--- src/rtl/dpc_pkg.sv ---
package dpc_pkg;

  // Which comparison produced a captured word.
  typedef enum logic {
    CMP_MAIN = 1'b0,
    CMP_HALF = 1'b1
  } cmp_kind_e;

  // Width of a signed code spanning -taps/2 .. +taps/2.
  function automatic int code_width(input int taps);
    return $clog2(taps) + 1;
  endfunction

endpackage

--- src/rtl/dpc_osc_div.sv ---
module dpc_osc_div #(
  parameter int OSC_DIV = 1944
) (
  input  logic clk,
  input  logic rst,
  output logic inst_main,
  output logic inst_half,
  output logic seen
);
  localparam int CW   = $clog2(OSC_DIV);
  localparam int HALF = OSC_DIV / 2;
  localparam logic [CW-1:0] LAST  = CW'(OSC_DIV - 1);
  localparam logic [CW-1:0] HLAST = CW'(HALF - 1);

  logic [CW-1:0] cnt;

  always_ff @(posedge clk) begin
    if (rst) begin
      cnt  <= '0;
      seen <= 1'b0;
    end else if (cnt == LAST) begin
      cnt  <= '0;
      seen <= 1'b1;
    end else begin
      cnt <= cnt + 1'b1;
    end
  end

  assign inst_main = (cnt == LAST);
  assign inst_half = (cnt == HLAST);

  // counter stays inside one period and restarts after the last count
  a_r1_cnt_range: assert property (@(posedge clk) disable iff (rst)
    cnt <= LAST);
  a_r1_wrap: assert property (@(posedge clk) disable iff (rst)
    (cnt == LAST) |=> (cnt == '0));
  // the completed-period flag never drops outside reset
  a_r3_seen_sticky: assert property (@(posedge clk) disable iff (rst)
    seen |=> seen);
endmodule

--- src/rtl/dpc_ref_div.sv ---
module dpc_ref_div #(
  parameter int REF_DIV = 125
) (
  input  logic clk,
  input  logic rst,
  input  logic ref_edge,
  output logic seen
);
  localparam int CW = $clog2(REF_DIV);
  localparam logic [CW-1:0] LAST = CW'(REF_DIV - 1);

  logic [CW-1:0] cnt;

  always_ff @(posedge clk) begin
    if (rst) begin
      cnt  <= '0;
      seen <= 1'b0;
    end else if (ref_edge) begin
      if (cnt == LAST) begin
        cnt  <= '0;
        seen <= 1'b1;
      end else begin
        cnt <= cnt + 1'b1;
      end
    end
  end

  // the count moves only on reference pulses and wraps after REF_DIV of them
  a_r2_hold: assert property (@(posedge clk) disable iff (rst)
    !ref_edge |=> $stable(cnt));
  a_r2_wrap: assert property (@(posedge clk) disable iff (rst)
    (ref_edge && cnt == LAST) |=> (cnt == '0 && seen));
  a_r2_range: assert property (@(posedge clk) disable iff (rst)
    cnt <= LAST);
endmodule

--- src/rtl/dpc_therm_dec.sv ---
module dpc_therm_dec #(
  parameter int TAPS = 8,
  parameter int CW   = 4
) (
  input  logic [TAPS-1:0] smp,
  output logic            mono,
  output logic            centre,
  output logic [CW-1:0]   code
);
  localparam int OW = $clog2(TAPS + 1);

  logic [TAPS-2:0] brk;
  logic [OW-1:0]   ones;

  // A break is a tap that saw the reference high followed by a later tap that saw it low.
  for (genvar i = 0; i < TAPS - 1; i++) begin : g_brk
    assign brk[i] = smp[i] & ~smp[i+1];
  end

  always_comb begin
    ones = '0;
    for (int i = 0; i < TAPS; i++) begin
      ones = ones + OW'(smp[i]);
    end
  end

  assign mono   = ~|brk;
  assign centre = smp[TAPS/2];
  assign code   = CW'(ones) - CW'(TAPS / 2);
endmodule

--- src/rtl/divided_phase_comparator.sv ---
module divided_phase_comparator #(
  parameter int OSC_DIV = 1944,
  parameter int REF_DIV = 125,
  parameter int TAPS    = 8,
  localparam int CW     = dpc_pkg::code_width(TAPS)
) (
  input  logic                 clk,
  input  logic                 rst,
  input  logic                 ref_edge,
  input  logic [TAPS-1:0]      stag_smp,
  input  logic                 multi_en,
  input  logic                 dual_en,
  output logic                 dec_stb,
  output logic                 dec_half,
  output logic                 early_late,
  output logic [TAPS-1:0]      therm_code,
  output logic signed [CW-1:0] phase_code,
  output logic                 bubble
);
  import dpc_pkg::*;

  localparam logic [CW-1:0] PLUS1  = CW'(1);
  localparam logic [CW-1:0] MINUS1 = {CW{1'b1}};
  localparam int            HALFT  = TAPS / 2;

  logic inst_main, inst_half, osc_seen, ref_seen;
  logic armed, take;

  dpc_osc_div #(.OSC_DIV(OSC_DIV)) u_osc (
    .clk(clk), .rst(rst),
    .inst_main(inst_main), .inst_half(inst_half), .seen(osc_seen)
  );

  dpc_ref_div #(.REF_DIV(REF_DIV)) u_ref (
    .clk(clk), .rst(rst), .ref_edge(ref_edge), .seen(ref_seen)
  );

  assign armed = osc_seen & ref_seen;
  assign take  = armed & (inst_main | (inst_half & dual_en));

  // Capture stage: first flop that sees the staggered samples
  logic            cap_vld;
  cmp_kind_e       cap_kind;
  logic [TAPS-1:0] cap_q;

  always_ff @(posedge clk) begin
    if (rst) begin
      cap_vld  <= 1'b0;
      cap_kind <= CMP_MAIN;
      cap_q    <= '0;
    end else begin
      cap_vld <= take;
      if (take) begin
        cap_kind <= inst_half ? CMP_HALF : CMP_MAIN;
        cap_q    <= inst_half ? ~stag_smp : stag_smp;
      end
    end
  end

  // Reclock stage: keeps a metastable capture away from the decoder
  logic            rck_vld;
  cmp_kind_e       rck_kind;
  logic [TAPS-1:0] rck_q;

  always_ff @(posedge clk) begin
    if (rst) begin
      rck_vld  <= 1'b0;
      rck_kind <= CMP_MAIN;
      rck_q    <= '0;
    end else begin
      rck_vld  <= cap_vld;
      rck_kind <= cap_kind;
      rck_q    <= cap_q;
    end
  end

  logic          d_mono, d_centre;
  logic [CW-1:0] d_code;

  dpc_therm_dec #(.TAPS(TAPS), .CW(CW)) u_dec (
    .smp(rck_q), .mono(d_mono), .centre(d_centre), .code(d_code)
  );

  // Output stage
  always_ff @(posedge clk) begin
    if (rst) begin
      dec_stb    <= 1'b0;
      dec_half   <= 1'b0;
      early_late <= 1'b0;
      therm_code <= '0;
      phase_code <= '0;
      bubble     <= 1'b0;
    end else begin
      dec_stb <= 1'b0;
      bubble  <= 1'b0;
      if (rck_vld) begin
        if (multi_en && !d_mono) begin
          bubble <= 1'b1;
        end else begin
          dec_stb    <= 1'b1;
          dec_half   <= (rck_kind == CMP_HALF);
          early_late <= d_centre;
          therm_code <= rck_q;
          phase_code <= multi_en ? d_code : (d_centre ? PLUS1 : MINUS1);
        end
      end
    end
  end

  // no output event before both dividers completed a period
  a_r3_osc_armed: assert property (@(posedge clk) disable iff (rst)
    !osc_seen |-> !(dec_stb || bubble));
  a_r3_ref_armed: assert property (@(posedge clk) disable iff (rst)
    !ref_seen |-> !(dec_stb || bubble));
  // a rejected word never coincides with a strobe, and the step holds between strobes
  a_r6_exclusive: assert property (@(posedge clk) disable iff (rst)
    !(dec_stb && bubble));
  a_r6_hold: assert property (@(posedge clk) disable iff (rst)
    !dec_stb |-> $stable(phase_code) && $stable(therm_code));
  // every reported step lies inside the thermometer span
  a_r5_range: assert property (@(posedge clk) disable iff (rst)
    dec_stb |-> (phase_code >= -HALFT) && (phase_code <= HALFT));
  // a half-period decision only comes from a comparison taken while enabled
  a_r7_half_enabled: assert property (@(posedge clk) disable iff (rst)
    (dec_stb && dec_half) |-> $past(dual_en, 2));
endmodule

--- config.mk ---
export PLATFORM = sky130hd
export DESIGN_NAME = divided_phase_comparator
export DESIGN_NICKNAME = d
export VERILOG_FILES = /design/src/rtl/dpc_pkg.sv /design/src/rtl/dpc_osc_div.sv /design/src/rtl/dpc_ref_div.sv /design/src/rtl/dpc_therm_dec.sv /design/src/rtl/divided_phase_comparator.sv
export SDC_FILE = /design/constraint.sdc
export NUM_CORES = 1
export LEC_CHECK = 0
export ABC_AREA = 1
export BUFFER_PORTS_ARGS = -buffer_cell sky130_fd_sc_hd__buf_4
export CAP_MARGIN = 20
export CORE_UTILIZATION = 60
export DETAILED_ROUTE_END_ITERATION = 8
export GPL_TIMING_DRIVEN = 0
export PLACE_DENSITY = 0.81
export SYNTH_ARGS = -nofsm -noshare
export SYNTH_HDL_FRONTEND = slang
export SYNTH_SLANG_ARGS = --single-unit
--- constraint.sdc ---
create_clock -name clk -period 6.6 [get_ports clk]
set_clock_uncertainty 0.1 [all_clocks]
set_input_delay 0.66 -clock clk [delete_from_list [all_inputs] [get_ports clk]]
set_output_delay 0.66 -clock clk [all_outputs]
set_load 0.005 [all_outputs]
Word level (Yosys, flattened, before mapping)
Index checks and enable logic that the tools add are counted.
Operators by class
  muxes and demuxes: 7
  equal/unequal tests: 3
  bitwise operators: 21
  reductions and logical operators: 6
  add/sub/neg operators: 10
Operator list (count)
  $add A4 B1 Y4: 6
  $add A11 B1 Y11 const B: 1
  $eq A11 B10 Y1 const B: 1
  $eq A11 B11 Y1 const B: 1
  $and A1 B1 Y1: 10
  $not A1 Y1: 9
  $mux W4: 2
  $mux W8: 1
  $not A8 Y8: 1
  $add A7 B1 Y7 const B: 1
  $eq A7 B7 Y1 const B: 1
  $mux W7: 1
  $reduce_or A7 Y1: 1
  $reduce_and A2 Y1: 2
  $reduce_or A2 Y1: 2
  $sub A4 B3 Y4 const B: 1
  $mux W1: 3
  $add A1 B1 Y2: 1
  $logic_and A1 B1 Y1: 1
  $or A1 B1 Y1: 1
Word-level totals
  output and inout bits: 16
  word-level logic and storage cells: 63
  register bits: 56
  bits of input ports: 13

Logic depth before layout (Yosys ltp)
Gate-level depths: netlist of the first run.
  depth in word-level cells: 9
  depth in mapped cells: 13
  depth with buffers taken out: 13

By module
A second synthesis of the first run with hierarchy kept.
Unflattened totals
  cells, all modules: 383
  area, all modules: 2730.1 um^2
Modules (own cells, without submodules)
  divided_phase_comparator: cells an instance 204, times used 1, area an instance 1442.6 um^2, sequential area each 720.7 um^2
  dpc_osc_div: cells an instance 88, times used 1, area an instance 625.6 um^2, sequential area each 240.2 um^2
  dpc_ref_div: cells an instance 58, times used 1, area an instance 415.4 um^2, sequential area each 160.2 um^2
  dpc_therm_dec: cells an instance 33, times used 1, area an instance 246.5 um^2, sequential area each 0.0 um^2

Worst setup path before layout of the first run
Ideal clock, no wire load.
  path type: register to register
  from: reg rck_q[1]
  to: reg phase_code[1]
  library setup time: 0.064 ns
  arrival time: 2.738 ns
  setup slack: 3.698 ns
  clock period less this slack: 2.902 ns
  required time: 6.436 ns
  path buffers: 0
  stages on the path, launching flop included: 14
  path through: dfxtp_1 ha_1 inv_1 fa_1 fa_1 inv_1 fa_1 inv_1 fa_1 nor2_1 nor2_1 nand3_1 nand2_1 nor2_1
On the way
  word-level cells in the longest chain between the ends: 9
  elaborated cells between the ends (all ways): 16
  those cells by class: add/sub: 8; mux: 1; bitwise: 4; reduce/logical: 3
RTL lines
  from (decl): RTL line divided_phase_comparator.sv:63  | logic [TAPS-1:0] rck_q;
  from (signal assigned): RTL line divided_phase_comparator.sv:73  | rck_q <= cap_q;
  $add A1 B1 Y2: RTL line dpc_therm_dec.sv:23  | ones = ones + OW'(smp[i]);
  $add A4 B1 Y4 (6 in a row): RTL line dpc_therm_dec.sv:23
  $sub A4 B3 Y4: RTL line dpc_therm_dec.sv:29  | assign code = CW'(ones) - CW'(TAPS / 2);
  $mux W4: RTL line divided_phase_comparator.sv:104  | phase_code <= multi_en ? d_code : (d_centre ? PLUS1 : MINUS1);
  to (signal assigned): RTL line divided_phase_comparator.sv:104
  to (decl): RTL line divided_phase_comparator.sv:17  | output logic signed [CW-1:0] phase_code,
Parallel ways exist; a longest one is shown, timed or not.
A chain may end at the register's enable or synchronous reset.

Final worst setup path of the first run
  from: reg rck_q[0]
  to: reg phase_code[1]
The elaborated chain is that of the path after synthesis.

==> flow_metrics.py, run 1 <==
metrics = {
    "clock_tree": {
        "cts.repair_timing.setup_buffer_count": 0,
        "ctsHtreeMaxLevel": 2,
        "cts_max_path_buffers": 2,
        "worst_skew_pair.late_latency_ps": 310,
        "post_cts_resized": 0,
        "cts_buffers": 5,
        "clock-sinks": 55,
        "clk_pin_slew_ps": 100,
        "cts_tree": "yes",
        "cts_root_buf": "clkbuf_8",
        "cts_hold_buffers": 0,
    },
    "critical_path": {
        "reg2reg_from": "rck_q[0]$_SDFF_PP0_",
        "worst_path_most_repeated_cell": "fa_1",
        "timing.reg2reg.setup_slack_ps": 3540,
        "crit_fanout": 3,
        "r2r.worst_path.cells": 13,
        "r2r_endpoint": "phase_code[1]$_SDFFE_PP0P_",
        "crit_path_cell_trace": "ha_1 -> inv_1 -> fa_1 -> fa_1 -> inv_1 -> fa_1 -> inv_1 -> fa_1 -> nor2_1 -> nor2_1 -> nand3_1 -> nand2_1 -> nor2_1",
        "crit_path_end_kind": "flip-flop",
        "required_ps": 6750,
        "cp.arrival_ps": 3210,
        "worstSetupPathType": "reg2reg",
        "timing.critical_path.slowest_cell_delay_ps": 490,
        "worst_setup_path_start_kind": "flip-flop",
        "critical_path.slowest_cell": "fa_1",
    },
    "cells_and_area": {
        "leading_cell_type_in_the_layout_fill_and_taps_excluded": "nand2_1",
        "syn2layout_area_growth_pct": 14.1,
        "post-route-util_pct": 73.2,
        "share_of_post_route_cells_with_drive_strength_above_1_pct": 14.7,
        "antenna-diode-count": 0,
        "fin_nets": 423,
        "filler_cell_count": 347,
        "layout.cells.most_common_list": "90 x nand2_1, 56 x inv_1, 55 x dfxtp_1",
    },
    "synth": {
        "synth_edf_count": 0,
        "mapped_avg_cell_area_um2": 7.24,
        "synthCells": 365,
        "yosysUniqueCellTypes": 33,
        "synth-async-reset-ratio_pct": 0,
        "ys_seq_elements": 55,
        "syn-num-nets": 388,
        "total_number_of_yosys_warnings": 0,
        "yosysSeqAreaShare_pct": 41.7,
        "postSynth.topFlopCell": "dfxtp_1",
        "synth.cell_area_mm2": 0.00264,
    },
    "floorplan": {
        "die_ar_mm2": 0.00467,
        "floorplan.initialDensity_pct": 64.2,
        "design.core.area_mm2": 0.00412,
        "die_width_um": 68.4,
        "die_h_um": 68.4,
        "floorplan.rows": 23,
        "num_io_pins": 29,
    },
    "pwr": {
        "power.share.sequential_pct": 60.3,
        "power_switching_mw": 0.127,
        "power_density_mw_per_mm2": 185,
        "share_comb_of_total_power_pct": 4.6,
        "clock_power_share_pct": 35.1,
        "vdd_ir_drop_max_uv": 86.9,
        "total_leakage_power_nw": 1.45,
        "power_report.internal_total_mw": 0.431,
        "power.switching_fraction_pct": 22.8,
    },
    "sta": {
        "setup-tns-final_ps": 0,
        "slew-limit-headroom_pct": 72.1,
        "timing.hold.ws_ps": 310,
        "drv_slew": 0,
        "fin_crit_sh_pct": 46.4,
        "grt_setup_unrepaired": "no",
        "post-route-min-period_ps": 3060,
        "maxClockFrequency_mhz": 327,
        "setup_viol": 0,
        "slew_worst_pin_ps": 418,
        "final_hold_viol_count": 0,
    },
    "min_path": {
        "hold-path-cell-count": 2,
        "hold_path_end": "rck_vld$_SDFF_PP0_",
        "worstHoldStart": "cap_vld$_SDFF_PP0_",
        "hold_class": "reg2reg",
    },
    "grt": {
        "globalRouteOverflowTotal": 0,
        "grt_pass1_wl_um": 7780,
        "antenna_found_initial": 0,
        "groute.usage.overall_pct": 22.1,
        "via_count_of_the_first_global_routing_pass": 1886,
        "pin_count_of_the_biggest_net_entering_global_routing": 18,
    },
    "routing": {
        "post-route-drc-count": 0,
        "drt_iter0_drc": 101,
        "via_density": 4.95,
        "drt-pass1-iter-count": 4,
        "drtAntennaViolNets": 0,
        "drt-wirelength-per-cell_um": 10.3,
        "routed-via-count": 2231,
        "route.final.wire_length_um": 4660,
    },
    "place": {
        "portBuffers": 28,
        "place.gp.congestion": 0.880,
        "dp_hpwl_um": 3500,
    },
    "run_status": {
        "status": "finished clean",
    },
    "run": {
        "maxCapViolations": 0,
    },
}
==> metal layers <==
layer  vias up  GRT usage [%]  share of wire, %
met5         -              0                 0
met4         0           6.25               1.2
met3         7           5.00               4.4
met2        45           38.2                47
met1       974           27.2                48
li1       1205              -                 -
==> worst max-delay path: cells and delay by family, from the launching register on <==
family / cells / cell delay (ps)
buf+inv: 3 / 210
flops: 1 / 340
simple gates: 5 / 390
fa+ha+maj: 5 / 1990
==> cells in the mapped netlist (all sizes together), types with 4 or more instances <==
cell / number / area [um2]
a21oi: 27 / 139
buf: 4 / 35.0
clkbuf: 4 / 15.0
dfxtp: 55 / 1100
fa: 5 / 100
ha: 5 / 62.6
inv: 59 / 221
nand2: 95 / 374
nand3: 29 / 170
nor2: 44 / 180
nor3: 13 / 65.1
nor3b: 6 / 45.0
o21ai: 4 / 20.0
==> stage by stage <==
| step | area, um2 | std cells | total power, mW | worst slack, ps |
|---|---|---|---|---|
| floorplan | 2640 | 365 | 0.359 | 3700 |
| CTS | 3010 | 451 | 0.561 | 3540 |
| finish | 3010 | 451 | 0.558 | 3540 |
| detailed placement | 2910 | 443 | 0.370 | 3570 |
| global placement | 2910 | 443 | 0.369 | 3620 |
| global route | 3010 | 451 | 0.578 | 3330 |
==> final cells by class <==
class | count | area [um2] | share of cell area [%]
sequential | 55 | 1100 | 36.5
inverter | 62 | 234 | 7.77
tap | 50 | 62.6 | 2.08
clock buffer | 6 | 82.6 | 2.74
clock inverter | 2 | 16.3 | 0.540
buffer | 8 | 50.0 | 1.66
timing repair buffer | 28 | 210 | 6.98
multi-input combinational | 240 | 1260 | 41.7
==> sequential cells by signal (all words and copies together) (netlist names), 4 cells and up <==
signal	flops
u_ref.cnt	7
phase_code	4
u_osc.cnt	11
therm_code	8
rck_q	8
cap_q	8
==> power groups by stage <==
| stage | Combinational (mW) | Sequential [mW] | Clock, mW |
|---|---|---|---|
| floorplan | 0.0150 | 0.344 | 0 |
| detailed placement | 0.0257 | 0.344 | 0 |
| finish | 0.0254 | 0.337 | 0.196 |
| global placement | 0.0246 | 0.344 | 0 |
| CTS | 0.0257 | 0.337 | 0.199 |
| global route | 0.0293 | 0.337 | 0.212 |
==> cell families (layout without fill, tap and decap cells) <==
family                   count (synthesis)  count (layout)  share of synthesized area [%]
flip-flops                              55              55                           41.7
XOR/XNOR                                 2               2                          0.663
buffers and inverters                   70             106                           10.8
AO/OA/AOI/OAI                           31              31                           6.02
adder cells (fa/ha/maj)                 10              10                           6.16
AND/OR/NAND/NOR                        197             197                           34.7
==> worst max-delay path by stage <==
stage | startpoint | endpoint | cells past startpoint
final | rck_q[0]$_SDFF_PP0_ | phase_code[1]$_SDFFE_PP0P_ | 13
after global routing | rck_q[1]$_SDFF_PP0_ | phase_code[1]$_SDFFE_PP0P_ | 13
after CTS | rck_q[0]$_SDFF_PP0_ | phase_code[1]$_SDFFE_PP0P_ | 13
after detailed placement | rck_q[0]$_SDFF_PP0_ | phase_code[1]$_SDFFE_PP0P_ | 13
after global placement | rck_q[0]$_SDFF_PP0_ | phase_code[1]$_SDFFE_PP0P_ | 13
after floorplan | rck_q[1]$_SDFF_PP0_ | phase_code[1]$_SDFFE_PP0P_ | 13
Power figures use the tool's default switching activity.
==> run 2: changes to the inputs <==
Settings changed: CORE_UTILIZATION 60 to 52, PLACE_DENSITY 0.81 to 0.75.
Clock period 6.6 ns to 2.55 ns, I/O delays scaled along.
==> flow_metrics.py, run 2 (same netlist as run 1, synthesis figures left out) <==
metrics = {
    "run_status": {
        "status": "finished with violations",
        "failing_checks": "setup timing",
    },
    "routing": {
        "via_density": 4.72,
        "drtAntennaViolNets": 0,
        "drt-pass1-iter-count": 4,
        "drt-wirelength-per-cell_um": 9.81,
        "post-route-drc-count": 0,
        "drt_iter0_drc": 103,
        "routed-via-count": 2207,
        "route.final.wire_length_um": 4590,
    },
    "place": {
        "placedCellCount": 460,
        "place.gp.congestion": 0.849,
        "placedInstanceArea_mm2": 0.00294,
        "dp_hpwl_um": 3480,
        "portBuffers": 28,
    },
    "sta": {
        "final_hold_viol_count": 0,
        "final_critical_path_setup_slack_ps": -407,
        "setup_viol": 3,
        "slew_worst_pin_ps": 411,
        "setup-tns-final_ps": -844,
        "fin_crit_sh_pct": 116,
        "drv_slew": 0,
        "grt_setup_unrepaired": "yes",
        "post-route-min-period_ps": 2960,
        "slew-limit-headroom_pct": 72.6,
        "maxClockFrequency_mhz": 338,
    },
    "critical_path": {
        "crit_path_end_kind": "flip-flop",
        "crit_fanout": 3,
        "timing.reg2reg.setup_slack_ps": -410,
        "required_ps": 2690,
        "cp.arrival_ps": 3090,
        "worst_setup_path_start_kind": "flip-flop",
        "worstSetupPathType": "reg2reg",
    },
    "pwr": {
        "power.switching_fraction_pct": 21.2,
        "power_switching_mw": 0.289,
        "power_report.internal_total_mw": 1.08,
        "clock_power_share_pct": 31.4,
        "power.share.sequential_pct": 63.8,
        "power_density_mw_per_mm2": 448,
        "share_comb_of_total_power_pct": 4.9,
        "total_leakage_power_nw": 1.45,
        "vdd_ir_drop_max_uv": 236,
    },
    "cells_and_area": {
        "syn2layout_area_growth_pct": 15.4,
        "leading_cell_type_in_the_layout_fill_and_taps_excluded": "nand2_1",
        "antenna-diode-count": 0,
        "final_cell_count_without_fillers": 468,
        "post-route-util_pct": 63.3,
        "layout.cells.most_common_list": "90 x nand2_1, 54 x inv_1, 53 x dfxtp_1",
        "fin_nets": 425,
        "largest_register": "u_osc.cnt",
        "share_of_post_route_cells_with_drive_strength_above_1_pct": 16.5,
        "filler_cell_count": 468,
        "final_cell_area_mm2": 0.00305,
        "number_of_flip_flops_in_the_largest_register": 11,
    },
    "grt": {
        "groute.usage.overall_pct": 19.3,
        "grt_pass1_wl_um": 8150,
        "globalRouteOverflowTotal": 0,
        "pin_count_of_the_biggest_net_entering_global_routing": 15,
        "via_count_of_the_first_global_routing_pass": 1974,
        "antenna_found_initial": 0,
    },
    "floorplan": {
        "floorplan.rows": 25,
        "num_io_pins": 29,
        "die_h_um": 73.3,
        "die_width_um": 73.3,
        "design.core.area_mm2": 0.00482,
        "floorplan.initialDensity_pct": 54.8,
        "die_ar_mm2": 0.00537,
    },
    "clock_tree": {
        "worst_skew_pair.late_latency_ps": 300,
        "clock-sinks": 55,
        "ctsHtreeMaxLevel": 2,
        "clk_pin_slew_ps": 90,
        "cts_root_buf": "clkbuf_8",
        "cts_buffers": 5,
        "cts_max_path_buffers": 2,
        "cts_tree": "yes",
    },
    "run": {
        "maxCapViolations": 0,
    },
    "min_path": {
        "hold_class": "in2reg",
    },
}
run 2: cell types whose count changed in the layout (fill, tap and decap cells not counted), sizes merged:
cell and change:
clkinv -1, buf +2, clkinvlp -1
run 2: worst paths after layout:
| kind | depth (start not counted) | end | start |
|---|---|---|---|
| hold reg to reg | 2 | rck_vld$_SDFF_PP0_ | cap_vld$_SDFF_PP0_ |
| setup / recovery | 13 | phase_code[1]$_SDFFE_PP0P_ | rck_q[1]$_SDFF_PP0_ |
| hold / removal | 2 | u_osc.seen$_SDFFE_PP0N_ | rst |
| setup reg to reg | 13 | phase_code[1]$_SDFFE_PP0P_ | rck_q[1]$_SDFF_PP0_ |
run 2: repair_timing:
| action | CTS | global route |
|---|---|---|
| gates resized for setup | 4 | 3 |
| pin swaps | 0 | 5 |
| hold buffers | 0 | 0 |
| setup buffers | 0 | 2 |
| gates cloned | 0 | 0 |
| endpoints found under the hold margin | 0 | 0 |
| setup endpoints to repair | 4 | 4 |
run 2: layout make-up:
class | instances | area (um2) | share of cell area, %
multi-input combinational | 240 | 1280 | 41.9
sequential | 55 | 1110 | 36.3
inverter | 62 | 234 | 7.68
timing repair buffer | 30 | 225 | 7.39
tap | 67 | 83.8 | 2.75
clock buffer | 6 | 72.6 | 2.38
buffer | 8 | 50.0 | 1.64
run 2: power by group through the flow:
stage | combinational (mW) | clock (mW) | sequential (mW)
floorplan | 0.0389 | 0 | 0.890
global placement | 0.0644 | 0 | 0.891
detailed placement | 0.0668 | 0 | 0.891
CTS | 0.0670 | 0.442 | 0.871
global route | 0.0767 | 0.471 | 0.872
finish | 0.0664 | 0.428 | 0.870
run 2: routing by layer:
| layer | wire length [um] | GRT usage [%] | part of all wire, % |
|---|---|---|---|
| met5 | 0 | 0 | 0 |
| met3 | 202 | 4.12 | 4.4 |
| met4 | 38 | 5.23 | 0.83 |
| met1 | 2200 | 24.0 | 48 |
| met2 | 2150 | 33.5 | 47 |
run 2: worst max-delay path, stage by stage (launching register included):
cell     delay (ps)
dfxtp_4         360
ha_4            260
inv_2            30
fa_1            450
fa_1            490
inv_1            50
fa_2            350
inv_2            70
fa_2            420
nor2_2           80
nor2_1           40
nand3_1          80
nand2_1          50
nor2_1           80
run 2: stage by stage:
stage	setup slack (ps)	total power, mW	hold slack [ps]
5_1_grt	-559	1.42	51.0
4_1_cts	-388	1.38	53.7
2_1_floorplan	-286	0.929	224
3_3_place_gp	-366	0.955	297
3_5_place_dp	-388	0.958	303
6_report	-407	1.36	61.0
==> run 3: changes to the inputs <==
Settings changed: CORE_UTILIZATION 52 to 48, PLACE_DENSITY 0.75 to 0.7.
==> flow_metrics.py, run 3 (same netlist as run 1, synthesis figures left out) <==
metrics = {
    "cells_and_area": {
        "leading_cell_type_in_the_layout_fill_and_taps_excluded": "nand2_1",
        "final_cell_area_mm2": 0.00310,
        "post-route-util_pct": 59.5,
        "layout.cells.most_common_list": "90 x nand2_1, 53 x inv_1, 53 x dfxtp_1",
        "antenna-diode-count": 0,
        "syn2layout_area_growth_pct": 17.3,
        "share_of_post_route_cells_with_drive_strength_above_1_pct": 17.3,
        "number_of_flip_flops_in_the_largest_register": 11,
        "fin_nets": 426,
        "filler_cell_count": 511,
        "largest_register": "u_osc.cnt",
    },
    "clock_tree": {
        "cts_hold_buffers": 0,
        "cts_buffers": 5,
        "clk_pin_slew_ps": 100,
        "cts_max_path_buffers": 2,
        "cts_tree": "yes",
        "clock-sinks": 55,
        "cts_root_buf": "clkbuf_8",
        "worst_skew_pair.late_latency_ps": 300,
        "ctsHtreeMaxLevel": 2,
    },
    "critical_path": {
        "worstSetupPathType": "reg2reg",
        "crit_path_end_kind": "flip-flop",
        "crit_path_cell_trace": "ha_4 -> inv_2 -> fa_1 -> fa_1 -> inv_2 -> fa_2 -> inv_2 -> fa_2 -> nor2_1 -> nor2_1 -> nand3_1 -> nand2_1 -> nor2_1",
        "crit_fanout": 2,
        "critPathTopFamily": "adder cells",
        "cp.arrival_ps": 3160,
        "timing.critical_path.slowest_cell_delay_ps": 510,
        "critical_path.slowest_cell": "fa_1",
        "timing.reg2reg.setup_slack_ps": -480,
        "required_ps": 2680,
        "crit_buf_inv": 3,
        "worst_setup_path_start_kind": "flip-flop",
    },
    "sta": {
        "drv_slew": 0,
        "slew_worst_pin_ps": 433,
        "final_hold_viol_count": 0,
        "post-route-min-period_ps": 3030,
        "slew-limit-headroom_pct": 71.1,
        "fin_crit_sh_pct": 119,
        "maxClockFrequency_mhz": 330,
        "setup_viol": 4,
        "final_critical_path_setup_slack_ps": -478,
        "timing.hold.ws_ps": 57.9,
        "grt_setup_unrepaired": "yes",
    },
    "pwr": {
        "total_leakage_power_nw": 1.48,
        "power_density_mw_per_mm2": 490,
        "vdd_ir_drop_max_uv": 329,
        "fin_total_pwr_mw": 1.52,
    },
    "grt": {
        "antenna_found_initial": 0,
        "globalRouteOverflowTotal": 0,
        "via_count_of_the_first_global_routing_pass": 2023,
        "groute.usage.overall_pct": 17.5,
        "pin_count_of_the_biggest_net_entering_global_routing": 17,
        "grt_pass1_wl_um": 8450,
    },
    "floorplan": {
        "design.core.area_mm2": 0.00520,
        "die_width_um": 76.2,
        "die_ar_mm2": 0.00580,
        "floorplan.initialDensity_pct": 50.7,
        "die_h_um": 76.2,
        "floorplan.rows": 26,
        "num_io_pins": 29,
    },
    "routing": {
        "routed-via-count": 2221,
        "route.final.wire_length_um": 4780,
        "drt-wirelength-per-cell_um": 10.1,
        "post-route-drc-count": 0,
        "drtAntennaViolNets": 0,
        "drt-pass1-iter-count": 4,
        "via_density": 4.69,
        "drt_iter0_drc": 96,
    },
    "run_status": {
        "failing_checks": "setup timing",
        "status": "finished with violations",
    },
    "place": {
        "placedInstanceArea_mm2": 0.00294,
        "place.gp.congestion": 0.813,
        "detailedPlace.worstSlack_ps": -394,
        "dp_hpwl_um": 3490,
        "portBuffers": 28,
    },
    "run": {
        "maxCapViolations": 0,
    },
    "min_path": {
        "hold_class": "in2reg",
    },
}
run 3: worst reg2reg max path, stage by stage (launching register included):
cell,delay (ps)
dfxtp_2,350
ha_4,260
inv_2,30
fa_1,460
fa_1,510
inv_2,40
fa_2,340
inv_2,70
fa_2,410
nor2_1,90
nor2_1,40
nand3_1,80
nand2_1,70
nor2_1,110
run 3: final timing paths:
path / from / end / cells past startpoint
setup reg to reg: rck_q[1]$_SDFF_PP0_ / phase_code[1]$_SDFFE_PP0P_ / 13
hold / removal: rst / u_osc.seen$_SDFFE_PP0N_ / 2
hold reg to reg: cap_q[5]$_SDFFE_PP0P_ / rck_q[5]$_SDFF_PP0_ / 2
setup / recovery: rck_q[1]$_SDFF_PP0_ / phase_code[1]$_SDFFE_PP0P_ / 13
run 3: what timing repair did:
action                     4_1_cts  5_1_grt
resized for setup                5        1
setup endpoints to repair        4        4
setup buffers                    3        0
hold endpoints to repair         0        0
pin swaps                        3        2
run 3: final cells by class:
class	count	area, um2	share of cell area, %
Sequential cell	55	1100	35.6
Clock buffer	6	82.6	2.66
Clock inverter	2	35.0	1.13
Timing Repair Buffer	31	233	7.51
Multi-Input combinational cell	240	1270	41.1
Inverter	62	234	7.55
Buffer	8	50.0	1.61
Tap cell	70	87.6	2.83
run 3: layer usage:
layer	part of all wire [%]	track usage, %	wire, um	vias up
met5	0	0	0	-
met4	0.57	5.00	27	0
met3	3.4	3.11	164	2
met2	47	31.1	2260	35
met1	49	21.8	2320	975
li1	-	-	-	1209
run 3: where the power goes:
group,switching [mW],internal (mW),total [mW]
clock,0.263,0.318,0.581
sequential,0.00628,0.865,0.871
combinational,0.0380,0.0287,0.0667
total,0.308,1.21,1.52
run 3: stage by stage:
stage	instances	setup TNS, ps
3_5_place_dp	463	-784
4_1_cts	474	-808
5_1_grt	474	-1450
6_report	474	-909
2_1_floorplan	365	-556
3_3_place_gp	463	-728
